[src/rtl/rtm_pkg.sv]
package rtm_pkg;
  localparam int RTM_ADDR_W   = 2;
  localparam int RTM_MODE_ADR = 3;

  typedef struct packed {
    logic loadCnt;   // copy (possibly floored) reload value into counter
    logic decCnt;    // step counter down by one, saturating at zero
    logic clampMin;  // apply the auto-reload floor on this load
    logic wrBlock;   // protection active: ignore byte writes
  } rtm_strobe_t;
endpackage

[src/rtl/rtm_datapath.sv]
module rtm_datapath
  import rtm_pkg::*;
#(
  parameter int CNT_W    = 24,
  parameter int MIN_LOAD = 9
) (
  input  logic                  clk,
  input  logic                  rstN,
  input  logic                  wrEn,
  input  logic [RTM_ADDR_W-1:0] wrAddr,
  input  logic [7:0]            wrData,
  input  rtm_strobe_t           strobe,
  output logic [CNT_W-1:0]      count,
  output logic                  cntLeOne,
  output logic [CNT_W-1:0]      reloadVal
);
  localparam int NBYTES = CNT_W / 8;

  logic [7:0]       bufByte [NBYTES];
  logic [CNT_W-1:0] staged;
  logic [CNT_W-1:0] loadVal;
  logic             byteWr;

  assign byteWr = wrEn && !strobe.wrBlock;

  // byte 0 has no buffer; upper lanes are held until the low byte commits
  assign bufByte[0] = wrData;
  for (genvar i = 1; i < NBYTES; i++) begin : g_lane
    always_ff @(posedge clk or negedge rstN) begin
      if (!rstN) begin
        bufByte[i] <= '0;
      end else if (byteWr && wrAddr == RTM_ADDR_W'(i)) begin
        bufByte[i] <= wrData;
      end
    end
    assign staged[8*i +: 8] = bufByte[i];
  end
  assign staged[7:0] = bufByte[0];

  always_ff @(posedge clk or negedge rstN) begin
    if (!rstN) begin
      reloadVal <= '0;
    end else if (byteWr && wrAddr == '0) begin
      reloadVal <= staged;
    end
  end

  always_comb begin
    loadVal = reloadVal;
    if (strobe.clampMin && reloadVal < CNT_W'(MIN_LOAD)) begin
      loadVal = CNT_W'(MIN_LOAD);
    end
  end

  always_ff @(posedge clk or negedge rstN) begin
    if (!rstN) begin
      count <= '0;
    end else if (strobe.loadCnt) begin
      count <= loadVal;
    end else if (strobe.decCnt && count != '0) begin
      count <= count - 1'b1;
    end
  end

  assign cntLeOne = (count <= CNT_W'(1));
endmodule

[src/rtl/rtm_ctrl.sv]
module rtm_ctrl
  import rtm_pkg::*;
#(
  parameter int PRESCALE    = 6,
  parameter int PULSE_TICKS = 8
) (
  input  logic                  clk,
  input  logic                  rstN,
  input  logic                  wrEn,
  input  logic [RTM_ADDR_W-1:0] wrAddr,
  input  logic [7:0]            wrData,
  input  logic                  cntLeOne,
  output rtm_strobe_t           strobe,
  output logic                  timerOut,
  output logic                  running,
  output logic [7:0]            modeBits
);
  localparam int PW  = (PRESCALE > 1) ? $clog2(PRESCALE) : 1;
  localparam int PCW = $clog2(PULSE_TICKS + 1);

  logic [PW-1:0]  presc;
  logic           tick;
  logic           modeWr, startEv, haltEv;
  logic           autoMode, polHigh;
  logic           ssActive;
  logic [PCW-1:0] pulseCnt;
  logic           expire;
  logic           outActive;

  always_ff @(posedge clk or negedge rstN) begin
    if (!rstN) begin
      presc <= '0;
    end else if (presc == PW'(PRESCALE - 1)) begin
      presc <= '0;
    end else begin
      presc <= presc + 1'b1;
    end
  end
  assign tick = (presc == PW'(PRESCALE - 1));

  assign modeWr   = wrEn && wrAddr == RTM_ADDR_W'(RTM_MODE_ADR);
  assign startEv  = modeWr && wrData[7];
  assign haltEv   = modeWr && wrData[6] && !wrData[5] && !wrData[7];
  assign autoMode = modeBits[5];
  assign polHigh  = modeBits[4];
  assign expire   = tick && running && cntLeOne;

  always_ff @(posedge clk or negedge rstN) begin
    if (!rstN) begin
      modeBits <= '0;
    end else if (modeWr) begin
      modeBits <= wrData & 8'h71;  // start bit is an event, never stored
    end
  end

  always_ff @(posedge clk or negedge rstN) begin
    if (!rstN) begin
      running  <= 1'b0;
      ssActive <= 1'b0;
      pulseCnt <= '0;
    end else if (startEv) begin
      running  <= 1'b1;
      ssActive <= !wrData[5];
      pulseCnt <= '0;
    end else if (haltEv) begin
      running  <= 1'b0;
      ssActive <= 1'b0;
      pulseCnt <= '0;
    end else if (tick && running) begin
      if (autoMode) begin
        if (cntLeOne) begin
          pulseCnt <= PCW'(PULSE_TICKS);
        end else if (pulseCnt != '0) begin
          pulseCnt <= pulseCnt - 1'b1;
        end
      end else if (cntLeOne) begin
        running  <= 1'b0;
        ssActive <= 1'b0;
      end
    end
  end

  always_comb begin
    strobe          = '0;
    strobe.loadCnt  = startEv || (expire && autoMode);
    strobe.decCnt   = tick && running && !(autoMode && cntLeOne);
    strobe.clampMin = startEv ? wrData[5] : autoMode;
    strobe.wrBlock  = modeBits[0];
  end

  assign outActive = autoMode ? (pulseCnt != '0) : ssActive;
  assign timerOut  = polHigh ? outActive : !outActive;
endmodule

[src/rtl/reload_timer24.sv]
module reload_timer24
  import rtm_pkg::*;
#(
  parameter int CNT_W       = 24,
  parameter int PRESCALE    = 6,
  parameter int PULSE_TICKS = 8
) (
  input  logic             clk,
  input  logic             rstN,
  input  logic             wrEn,
  input  logic [1:0]       wrAddr,
  input  logic [7:0]       wrData,
  output logic             timerOut,
  output logic             running,
  output logic [CNT_W-1:0] count
);
  localparam int MIN_PERIOD = PULSE_TICKS + 1;

  rtm_strobe_t      strobe;
  logic             cntLeOne;
  logic [7:0]       modeBits;
  logic [CNT_W-1:0] reloadVal;

  rtm_ctrl #(.PRESCALE(PRESCALE), .PULSE_TICKS(PULSE_TICKS)) u_ctrl (
    .clk(clk), .rstN(rstN), .wrEn(wrEn), .wrAddr(wrAddr), .wrData(wrData),
    .cntLeOne(cntLeOne), .strobe(strobe), .timerOut(timerOut),
    .running(running), .modeBits(modeBits)
  );

  rtm_datapath #(.CNT_W(CNT_W), .MIN_LOAD(MIN_PERIOD)) u_dp (
    .clk(clk), .rstN(rstN), .wrEn(wrEn), .wrAddr(wrAddr), .wrData(wrData),
    .strobe(strobe), .count(count), .cntLeOne(cntLeOne), .reloadVal(reloadVal)
  );
endmodule

[config.mk]
export PLATFORM = sky130hd
export DESIGN_NAME = reload_timer24
export DESIGN_NICKNAME = d
export VERILOG_FILES = /design/src/rtl/rtm_pkg.sv /design/src/rtl/rtm_datapath.sv /design/src/rtl/rtm_ctrl.sv /design/src/rtl/reload_timer24.sv
export SDC_FILE = /design/constraint.sdc
export NUM_CORES = 1
export LEC_CHECK = 0
export ABC_CLOCK_PERIOD_IN_PS = 5300
export BUFFER_PORTS_ARGS = -buffer_cell sky130_fd_sc_hd__buf_2
export CORE_UTILIZATION = 63
export CTS_CLUSTER_SIZE = 40
export DETAILED_ROUTE_END_ITERATION = 10
export PLACE_DENSITY = 0.85
export SLEW_MARGIN = 20
export SYNTH_ARGS = -nofsm -noshare
export SYNTH_HDL_FRONTEND = slang
export SYNTH_SLANG_ARGS = --single-unit
[constraint.sdc]
create_clock -name clk -period 5.3 [get_ports clk]
set_input_delay 0.265 -clock clk [delete_from_list [all_inputs] [get_ports clk]]
set_output_delay 0.265 -clock clk [all_outputs]
set_load 0.02 [all_outputs]
==> flow_summary.ini <==
[yosys]
synthArstFlopShare_pct = 100
synth_cells = 339
synth-edff-count = 0
ys_ff_latch = 76
syn-cell-area_um2 = 3720
synth_nets = 356
ys_seq_area_share_pct = 51.1
syn_area_per_cell_um2 = 11.0
yosys_warnings = 0
synth_top_area_share_pct = 51.1
synth_flop_cell = dfrtp_1
synth_area_leaders = dfrtp_1 51%, mux2_2 12%, xor2_1 3.8%
yosysTopAreaCell = dfrtp_1
yosys.cell_types.count = 46

[cts]
cts_tree = built
cts_buffer_depth = 2
root_buffer = clkbuf_8
cts_buffers = 9
holdBufCountCts = 0
post-cts-setup-buffers = 0
cts_sinks = 76
post_cts_resized = 0
clkSlewWorstSetupHoldPaths_ns = 0.08
insertion_delay_ns = 0.34
h-tree-depth = 3

[final_layout]
postLayoutCellArea_um2 = 4150
drive_above_1_share_pct = 27.2
insertedDiodeCount = 0
nets = 398
area_growth_pct = 11.7
seq_area_um2 = 1900
fillers = 395
multi_input_area_um2 = 1740

[worst_setup_path]
rrSetupSlack_ns = 2.18
crit_required_ns = 5.55
critPathCaptureType = flip-flop
arrival_ns = 3.37
reg2regPathDepth = 6
r2r-end = u_dp.count[12]
crit_fanout = 43
start_kind = flip-flop
r2r_start = u_dp.count[9]
critPathKind = reg2reg

[floorplan]
core-area_um2 = 5610
initial_core_util_pct = 66.3
die-area_um2 = 6220
ios = 39
fp.dieH_um = 78.8
fp-row-count = 27
fp.dieW_um = 78.8

[global_route]
grt_pass1_vias = 2735
grt.overflow.total = 0
antenna_found_initial = 0
grt_max_degree = 77
gr-usage-all-layers_pct = 29.3
grt_pass1_wl_um = 13600

[sta]
fmax_mhz = 320
tightest_slew_ns = 0.935
hold_ws_ns = 0.0634
slew_headroom_pct = 37.4
setup_viol = 0
finalCritPeriodShare_pct = 58.9
setup_tns_ns = 0
drv_slew = 0
skew_ns = 0.00899
hold_viol = 0
timing.final.crit_period_ns = 3.12
rsz0062_at_grt = no

[power]
p_leak_nw = 1.74
power_density_nw_per_um2 = 498
ir_drop_uv = 303
power_mw = 2.07

[route]
drt_iter0_markers = 348
drt-vias-per-instance = 6.18
drt_pre_antenna_iters = 7
ant_nets = 0
num_vias = 2832
drc = 0
drt-total-wl_um = 8190
avgRoutedWirePerCell_um = 17.9

[place]
dpl.hpwl_um = 5860
place_area_um2 = 3990
numPortBuffers = 38
gp_congestion = 0.842

[run_status]
status = finished, final reports clean

[min_path]
min_path_type = in2async

[flow_run]
max-cap-violations = 0
-- logic make-up (layout without fill, tap and decap cells) --
kind of cell	count (synthesis)	count (layout)	share of synthesized area, %
buf+inv	20	67	2.32
compound gates	52	52	8.88
simple gates	122	122	18.2
xor+xnor	21	21	4.94
fa+ha+maj	4	4	1.35
flops	76	76	51.1
mux	44	44	13.2
-- cells in the final DEF, fill, tap and decap left out, types with 4 or more instances in the layout --
master,instances
dfrtp_1,76
mux2_2,40
buf_2,37
nand2_1,34
o21ai_0,25
nor2_1,20
xor2_1,16
nor4_1,15
nor3_1,11
nand3_1,11
inv_1,10
a21oi_1,10
clkbuf_8,9
nand4_1,8
xnor2_1,5
mux2i_1,4
ha_1,4
buf_4,4
-- state kept, by name (all words and copies together), names as in the netlist --
signal           cells
u_ctrl.modeBits      3
u_ctrl.presc         3
u_ctrl.pulseCnt      4
u_ctrl.running       1
u_ctrl.ssActive      1
u_dp.bufByte        16
u_dp.count          24
u_dp.reloadVal      24
-- how the worst max path moves through the flow --
stage	from	to	cells after the start
2_1_floorplan	u_dp.count[6]	u_dp.count[16]	7
4_1_cts	u_dp.count[6]	u_dp.count[12]	6
3_5_place_dp	u_dp.count[6]	u_dp.count[12]	6
6_report	u_dp.count[9]	u_dp.count[12]	6
3_3_place_gp	u_dp.count[9]	u_dp.count[12]	6
5_1_grt	u_dp.count[9]	u_dp.count[12]	6
-- cell usage after synthesis, types with 3 or more instances --
cell      count
dfrtp_1      76
mux2_2       40
nand2_1      34
o21ai_0      25
nor2_1       20
xor2_1       16
nor4_1       15
nand3_1      11
nor3_1       11
a21oi_1      10
inv_1        10
nand4_1       8
clkbuf_1      6
xnor2_1       5
ha_1          4
mux2i_1       4
a21o_1        3
-- stage by stage --
stage	setup slack (ns)	utilization, %	instances
after detailed placement	2.30	71.1	442
final	2.18	74.1	458
after floorplan	2.90	-	339
after global placement	2.46	71.1	442
after CTS	2.26	74.1	458
after global routing	1.92	74.1	458
-- layer usage --
metal / share of wire, % / vias to the layer above / wire [µm] / GRT usage (%)
li1: - / 1312 / - / -
met1: 45 / 1374 / 3650 / 41.5
met2: 46 / 136 / 3800 / 44.1
met3: 7.3 / 10 / 594 / 5.86
met4: 1.8 / 0 / 145 / 12.5
met5: 0 / - / 0 / 0
-- final cells by class --
| cell class | instances | area share, % |
|---|---|---|
| multi-input combinational | 243 | 41.9 |
| inverter | 10 | 0.904 |
| tap | 72 | 2.17 |
| clock inverter | 6 | 0.994 |
| sequential | 76 | 45.8 |
| timing repair buffer | 41 | 5.18 |
| clock buffer | 10 | 3.07 |
-- where the power goes --
group | switching [mW] | total (mW) | internal (mW)
Sequential | 0.242 | 1.03 | 0.788
Clock | 0.216 | 0.385 | 0.169
Combinational | 0.364 | 0.654 | 0.290
Total | 0.821 | 2.07 | 1.25
-- worst max-delay path, cell delays in order (launching register included) --
cell and delay (ns):
dfrtp_1 0.45, nor4_1 0.73, and2_1 0.36, nand4_4 0.19
o21ai_4 0.77, a221oi_1 0.24, nor3_1 0.26
Note: power is estimated with default switching activity, not from simulation.
